**config.mk**
```make
export PLATFORM = sky130hd
export DESIGN_NAME = bus_crc_monitor
export DESIGN_NICKNAME = d
export VERILOG_FILES = /design/src/rtl/crc_mon_pkg.sv /design/src/rtl/crc_chain.sv /design/src/rtl/rd_clear_ctrl.sv /design/src/rtl/bus_crc_monitor.sv
export SDC_FILE = /design/constraint.sdc
export NUM_CORES = 1
export LEC_CHECK = 0
export ABC_AREA = 1
export BUFFER_PORTS_ARGS = -buffer_cell sky130_fd_sc_hd__buf_2
export CORE_UTILIZATION = 40
export CTS_BUF_LIST = sky130_fd_sc_hd__clkbuf_4 sky130_fd_sc_hd__clkbuf_8 sky130_fd_sc_hd__clkbuf_16
export DETAILED_ROUTE_END_ITERATION = 10
export PLACE_DENSITY = 0.71
export SKIP_CTS_REPAIR_TIMING = 1
export SLEW_MARGIN = 20
export SYNTH_ARGS = -nofsm -noshare
export SYNTH_HDL_FRONTEND = slang
export SYNTH_HIERARCHICAL = 1
export SYNTH_SLANG_ARGS = --single-unit
```
**constraint.sdc**
```tcl
create_clock -name clk -period 4.7 [get_ports clk]
set_input_delay 0.47 -clock clk [delete_from_list [all_inputs] [get_ports clk]]
set_output_delay 0.47 -clock clk [all_outputs]
set_load 0.005 [all_outputs]
```
**src/rtl/crc_mon_pkg.sv**
```systemverilog
package crc_mon_pkg;
  localparam int unsigned CRC_W = 32;
  localparam logic [CRC_W-1:0] CRC_POLY = 32'h1EDC6F41;
  localparam logic [CRC_W-1:0] CRC_INIT = '1;

  // One MSB-first, non-reflected shift step
  function automatic logic [CRC_W-1:0] crc_shift1(input logic [CRC_W-1:0] c, input logic b);
    crc_shift1 = {c[CRC_W-2:0], 1'b0} ^ ((c[CRC_W-1] ^ b) ? CRC_POLY : '0);
  endfunction
endpackage

```
**src/rtl/crc_chain.sv**
```systemverilog
module crc_chain
  import crc_mon_pkg::*;
#(
  parameter int unsigned NB = 4
) (
  input  logic [CRC_W-1:0] crc_i,
  input  logic [NB-1:0]    bits_i,
  output logic [CRC_W-1:0] crc_o
);
  logic [CRC_W-1:0] stage [NB+1];
  assign stage[0] = crc_i;
  for (genvar k = 0; k < NB; k++) begin : g_stage
    // highest lane enters first
    assign stage[k+1] = crc_shift1(stage[k], bits_i[NB-1-k]);
  end
  assign crc_o = stage[NB];
endmodule

```
**src/rtl/rd_clear_ctrl.sv**
```systemverilog
module rd_clear_ctrl (
  input  logic clk,
  input  logic rst,
  input  logic soft_clr_i,
  input  logic cs_n_i,
  input  logic rd_req_i,
  output logic clr_fire_o
);
  logic cs_q;
  logic armed_q;

  assign clr_fire_o = armed_q && cs_n_i && !cs_q && !soft_clr_i;

  always_ff @(posedge clk) begin
    if (rst) begin
      cs_q    <= 1'b1;
      armed_q <= 1'b0;
    end else begin
      cs_q <= cs_n_i;
      if (soft_clr_i || clr_fire_o) armed_q <= 1'b0;
      else if (rd_req_i && !cs_n_i) armed_q <= 1'b1;
    end
  end
endmodule

```
**src/rtl/bus_crc_monitor.sv**
```systemverilog
module bus_crc_monitor
  import crc_mon_pkg::*;
#(
  parameter int unsigned LANES = 4
) (
  input  logic             clk,
  input  logic             rst,
  input  logic             soft_clr_i,
  input  logic             cs_n_i,
  input  logic             sample_i,
  input  logic [1:0]       lane_mode_i,
  input  logic [LANES-1:0] lane_i,
  input  logic             dummy_i,
  input  logic             crc_dis_i,
  input  logic             rd_crc_i,
  output logic [CRC_W-1:0] crc_o,
  output logic [CRC_W-1:0] snap_o
);
  localparam int unsigned NW = $clog2(LANES) + 1;

  logic [CRC_W-1:0] crc_q, snap_q, crc_nx;
  logic [CRC_W-1:0] cand [NW];
  logic [1:0]       wsel;
  logic             upd;
  logic             clr_fire;

  for (genvar g = 0; g < NW; g++) begin : g_width
    crc_chain #(.NB(1 << g)) i_chain (
      .crc_i (crc_q),
      .bits_i(lane_i[(1 << g)-1:0]),
      .crc_o (cand[g])
    );
  end

  assign wsel   = (32'(lane_mode_i) >= NW - 1) ? 2'(NW - 1) : lane_mode_i;
  assign upd    = sample_i && !cs_n_i && !dummy_i && !crc_dis_i;
  assign crc_nx = upd ? cand[wsel] : crc_q;

  rd_clear_ctrl i_clr (
    .clk       (clk),
    .rst       (rst),
    .soft_clr_i(soft_clr_i),
    .cs_n_i    (cs_n_i),
    .rd_req_i  (rd_crc_i),
    .clr_fire_o(clr_fire)
  );

  always_ff @(posedge clk) begin
    if (rst || soft_clr_i) begin
      crc_q  <= CRC_INIT;
      snap_q <= CRC_INIT;
    end else begin
      crc_q <= clr_fire ? CRC_INIT : crc_nx;
      if (rd_crc_i && !cs_n_i) snap_q <= crc_nx;
    end
  end

  assign crc_o  = crc_q;
  assign snap_o = snap_q;
endmodule

```
==> results of run 1 <==
==> per-layer routing <==
| layer | vias up | routed length [µm] | track usage (%) | share of wire [%] |
|---|---|---|---|---|
| met1 | 2399 | 6370 | 28.2 | 43 |
| met5 | - | 0 | 0 | 0 |
| met3 | 46 | 872 | 4.99 | 5.9 |
| li1 | 2559 | - | - | - |
| met2 | 159 | 6910 | 39.4 | 47 |
| met4 | 0 | 561 | 11.6 | 3.8 |
==> layout make-up <==
type                       count  area [µm²]
tap                          172         215
inverter                      61         233
sequential                    66        1320
multi-input combinational    604        3220
fill                        1324        7120
clock inverter                 4        45.0
timing repair buffer          78         393
clock buffer                  10         233
==> cells in the final DEF (no fill, tap or decap), types with 3 or more instances in the layout <==
master / instances
xor2_1: 39
dfxtp_1: 66
clkbuf_16: 9
nand2_1: 258
a21oi_1: 33
nand2_2: 30
inv_1: 53
nor2_1: 3
or2_2: 21
clkinv_2: 4
nand3_2: 40
buf_2: 77
inv_2: 6
or2_1: 11
nand3_1: 151
xnor2_1: 9
==> worst max-delay path by stage <==
stage	start	to	slack, ns	cells after the start
floorplan	crc_o[31]	snap_o[11]	2.90	14
global placement	cs_n_i	snap_o[21]	1.98	6
detailed placement	cs_n_i	snap_o[21]	2.01	6
CTS	crc_o[31]	snap_o[27]	2.09	11
global route	crc_o[31]	snap_o[10]	1.83	11
finish	crc_o[31]	snap_o[27]	2.06	11
==> report_power, final <==
| part | leakage (nW) | internal, mW | switching [mW] | total, mW |
|---|---|---|---|---|
| Combinational | 2.10 | 0.102 | 0.185 | 0.287 |
| Clock | 0.141 | 0.407 | 0.232 | 0.639 |
| Sequential | 0.538 | 0.573 | 0.0145 | 0.588 |
==> cell families after synthesis <==
kind of cell              after synthesis
buffers and inverters                 130
xor gates and xnor gates               49
AOI/OAI and AO/OA                      33
DFF                                    66
and+or+nand+nor                       522
==> state kept, by name, summed over array words and instances, names as in the netlist <==
register / count
snap_o: 32
crc_o: 32
i_clr/cs_q: 1
i_clr/armed_q: 1
==> stage by stage <==
stage | setup slack [ns] | util (%)
detailed placement | 2.01 | 42.1
CTS | 2.09 | 44.3
finish | 2.06 | 44.3
floorplan | 2.90 | -
global placement | 1.98 | 42.1
global route | 1.83 | 44.3
==> results.yml, run 1 <==
outcome:
  status: "completed"
power_and_ir_drop:
  total_power_mw: 1.51
  leak_pwr_nw: 2.77
  vdd_drop_max_mv: 0.265
  power_density_nw_per_um2: 267
critical_path:
  path_max_fanout: 21
  cp_num_buf_inv: 0
  timing.critical_path.cells: "nand2_1, nand2_2, nand2_1, nand3_1, nand2_1, nand2_1, nand3_1, nand3_2, nand2_1, nand2_1, nand2_1"
  critical_path.most_common_cell: "nand2_1"
  critical-path-max-stage-delay_ns: 0.60
  reg2reg_to: "snap_o[27]"
  regToRegSetupSlack_ns: 2.06
  cpLargestDelayFamily: "simple AND/OR/NAND/NOR gates"
  timing.setup.critical_path_class: "register to register"
  timing.rr.start: "crc_o[31]"
  critical_path_arrival_ns: 2.86
  timing.reg2reg.worst_path_depth: 11
  kind_of_end_point_of_the_critical_path: "register"
  worstSetupStartpointType: "register"
  cpMaxStageDelayCell: "dfxtp_1"
  cp_data_required_time_ns: 4.92
layout:
  layout_stage_area_growth_over_the_synthesis_result_pct: 6.98
  post_route_cells_drive_above_1_share_pct: 24.1
  finish.net_count: 834
  antenna-diode-count: 0
  stdcell_area_um2: 5660
  instances_no_fill: 995
floorplanning:
  row_count: 41
  floorplan.core_area_um2: 12800
  floorplan.die_area_um2: 13700
  die_height_um: 117
  die_x_um: 117
  design.portCount: 78
  floorplan.initialDensity_pct: 41.4
placed_design:
  place_inst: 981
  globalplace.congestion: 0.860
  placed_instance_area_um2: 5380
  buffer_ports.inserted: 77
  place.detailed.hpwl_mm: 10.1
hold_path:
  worst_hold_path_type: "input pin to register"
  min_from: "rst"
  endpoint_with_the_worst_hold_slack: "i_clr/cs_q"
  worstHoldPathCells: 2
sta:
  finalHoldViolCount: 0
  slew-limit-headroom_pct: 35.7
  layout_skew_ns: 0.00383
  timing.final.setup_violations: 0
  layout_min_cycle_time_ns: 2.64
  clock.fmax_mhz: 378
  tightestPinTransition_ns: 0.963
  final_count_of_pins_violating_max_slew: 0
  tns_ns: 0
  worst_case_hold_slack_ns: 0.352
  post-route-period-util_pct: 56.2
  rsz_0062_raised_after_global_routing: "false"
route:
  routed-via-count: 5163
  postRouteAntennaNets: 0
  wire_per_inst_um: 14.8
  route.detailed.vias_per_inst: 5.19
  remaining_drc_errors: 0
  dr.first_iter.drc_count: 295
  wirelength_mm: 14.7
  drt_pass1_iterations: 4
logic_synthesis:
  yosys_register_bits: 66
  synth_simple_gate_area_share_pct: 49.4
  syn-num-nets: 814
  synth.avg_cell_area_um2: 6.61
  synth_xor_xnor_area_share_pct: 8.26
  synth-seq-area-share_pct: 25.0
  ys_top_cells_by_count: "nand2_1, nand3_1, dfxtp_1, inv_1, nand3_2"
  mappedNetlistArea_um2: 5290
  synth_compound_area_share_pct: 3.12
  async_flop_share_pct: 0
  synth_adder_area_share_pct: 0
  synth-warning-count: 6
  synth_mux_area_share_pct: 0
  postSynthCellCount: 800
  synthMostInstantiatedCell: "nand2_1"
  yosys-top-cells-area: "dfxtp_1, nand2_1, nand3_1, nand3_2, xor2_1"
  synth_ff_type: "dfxtp_1"
  synth_largest_area_cell: "dfxtp_1"
  synth_edf_count: 0
  post_synth_num_cell_types: 27
  post-synth-top-area-fraction_pct: 25.0
  synth_top_family_by_area: "simple AND/OR/NAND/NOR gates"
cts:
  cts_root_buffer: "clkbuf_16"
  cts_buffer_depth: 2
  clkSinkCount: 66
  cts-buffers-inserted: 9
  cts-htree-levels: 3
  cts.reportedPaths.clkPinSlew_ns: 0.05
  clock_insertion_delay_worst_skew_ns: 0.33
  cts_tree: "yes"
global_route:
  grt_overflow: 0
  grt_first_pass_wirelength_mm: 24.7
  track_usage_pct: 23.4
  grt_antenna_before_repair: 0
  grt_pass1_vias: 5021
  grt_max_degree: 65
run:
  timing.max_cap.violations: 0
Power figures use the tool's default switching activity.
==> inputs of run 2 (changes only) <==
PLACE_DENSITY = 0.74   (was 0.71)
clock period = 2.3 ns   (was 4.7 ns; I/O delays follow)
==> run 2 against run 1 <==
Effect of this change: die area stayed put; via count is 1.6% higher; setup slack worse by 1.8 ns; sequential share of layout area is 0.66 points lower; first-iteration DRC count is 67% higher.
==> results.yml, run 2 (synthesized netlist as in run 1, its figures left out) <==
layout:
  final_common_cell: "nand2_1"
  finish.net_count: 845
  most_used_cells_in_the_layout_excluding_fill_and_tap_cells: "nand2_1, nand3_1, buf_2"
  instances_no_fill: 1008
  post_route_cells_drive_above_1_share_pct: 25.1
  fillers: 1323
  layout_stage_area_growth_over_the_synthesis_result_pct: 10.1
  antenna-diode-count: 0
power_and_ir_drop:
  leak_pwr_nw: 2.86
  power.net_switching_uw: 963
  pwr-share-comb_pct: 17.5
  power_density_nw_per_um2: 588
  p_sw_share_pct: 28.1
  power.clock.fraction_pct: 47.4
  vdd_drop_max_mv: 0.481
  share_seq_of_total_power_pct: 35.1
  p_int_mw: 2.46
floorplanning:
  design.portCount: 78
  floorplan.die_area_um2: 13700
  die_height_um: 117
  floorplan.core_area_um2: 12800
  floorplan.initialDensity_pct: 41.4
  row_count: 41
  die_x_um: 117
route:
  wire_per_inst_um: 14.9
  dr.first_iter.drc_count: 493
  wirelength_mm: 15.0
  routed-via-count: 5244
  route.detailed.vias_per_inst: 5.20
  remaining_drc_errors: 0
  drt_pass1_iterations: 5
  postRouteAntennaNets: 0
sta:
  rsz_0062_raised_after_global_routing: "false"
  slew-limit-headroom_pct: 55.9
  post-route-period-util_pct: 89.7
  finalHoldViolCount: 0
  layout_skew_ns: 0.00335
  timing.final.setup_violations: 0
  tns_ns: 0
  tightestPinTransition_ns: 0.660
  layout_min_cycle_time_ns: 2.06
  clock.fmax_mhz: 485
  final_count_of_pins_violating_max_slew: 0
critical_path:
  worstSetupStartpointType: "register"
  path_max_fanout: 7
  critical_path_arrival_ns: 2.30
  timing.rr.start: "crc_o[28]"
  regToRegSetupSlack_ns: 0.24
  cp_data_required_time_ns: 2.53
  reg2reg_to: "snap_o[14]"
  timing.reg2reg.worst_path_depth: 11
  timing.setup.critical_path_class: "register to register"
  kind_of_end_point_of_the_critical_path: "register"
cts:
  clkSinkCount: 66
  cts_root_buffer: "clkbuf_16"
  cts.reportedPaths.clkPinSlew_ns: 0.06
  cts-buffers-inserted: 9
  cts_buffer_depth: 2
  cts_tree: "yes"
  clock_insertion_delay_worst_skew_ns: 0.34
  cts-htree-levels: 3
hold_path:
  worst_hold_path_type: "input pin to register"
  worstHoldPathCells: 2
  endpoint_with_the_worst_hold_slack: "i_clr/cs_q"
  min_from: "rst"
placed_design:
  place_inst: 992
  globalplace.congestion: 0.883
  buffer_ports.inserted: 77
  place.detailed.hpwl_mm: 10.3
global_route:
  track_usage_pct: 23.5
  grt_first_pass_wirelength_mm: 24.9
  grt_max_degree: 40
  grt_antenna_before_repair: 0
  grt_pass1_vias: 5025
  grt_overflow: 0
outcome:
  status: "completed"
run:
  timing.max_cap.violations: 0
==> run 2: worst max-delay path, stage by stage (launching register included) <==
cell and delay, ns:
dfxtp_1 0.48, nand2_1 0.09, nand2_1 0.23, inv_1 0.15, nand2_1 0.10, nand2_2 0.15
xor2_1 0.20, or2_2 0.30, nand3_2 0.10, nand2_1 0.06, nand2_1 0.05, nand2_1 0.05
==> run 2: power by group through the flow <==
stage                     registers, mW  clock network, mW  logic [mW]
after CTS                          1.20               1.64       0.598
final                              1.20               1.62       0.599
after global placement             1.22                  0       0.585
after detailed placement           1.22                  0       0.593
after global routing               1.20               1.69       0.678
after floorplan                    1.22                  0       0.481
==> run 2: stage by stage <==
step | setup WS, ns | area (µm²) | power, mW | util, % | hold slack (ns)
floorplan | 0.505 | 5290 | 1.70 | - | 0.327
CTS | 0.264 | 5820 | 3.44 | 45.6 | 0.0973
detailed placement | 0.279 | 5470 | 1.82 | 42.8 | 0.451
global route | 0.0418 | 5820 | 3.57 | 45.6 | 0.115
global placement | 0.288 | 5470 | 1.81 | 42.8 | 0.442
finish | 0.237 | 5820 | 3.42 | 45.6 | 0.100
==> run 2: final cells by class <==
type | instances | area [µm²] | share of cell area, %
clock buffer | 9 | 225 | 3.87
clock inverter | 7 | 124 | 2.13
inverter | 61 | 233 | 4.00
multi-input combinational | 604 | 3220 | 55.2
sequential | 66 | 1320 | 22.7
tap | 172 | 215 | 3.70
timing repair buffer | 89 | 488 | 8.38
==> run 2: how the worst max path moves through the flow <==
stage              start         end  slack (ns)  cells after the start
5_1_grt        crc_o[31]  snap_o[20]        0.04                     12
6_report       crc_o[28]  snap_o[14]        0.24                     11
3_3_place_gp   crc_o[28]  snap_o[14]        0.29                     11
4_1_cts        crc_o[28]  snap_o[14]        0.26                     11
3_5_place_dp   crc_o[28]  snap_o[14]        0.28                     11
2_1_floorplan  crc_o[31]  snap_o[11]        0.50                     14
==> run 2: routing by layer <==
layer,vias to the layer above,GRT usage [%],routed length (µm)
met5,-,0,0
met1,2418,28.1,6320
met2,213,40.5,7120
met3,39,4.99,1040
li1,2574,-,-
met4,0,10.8,493
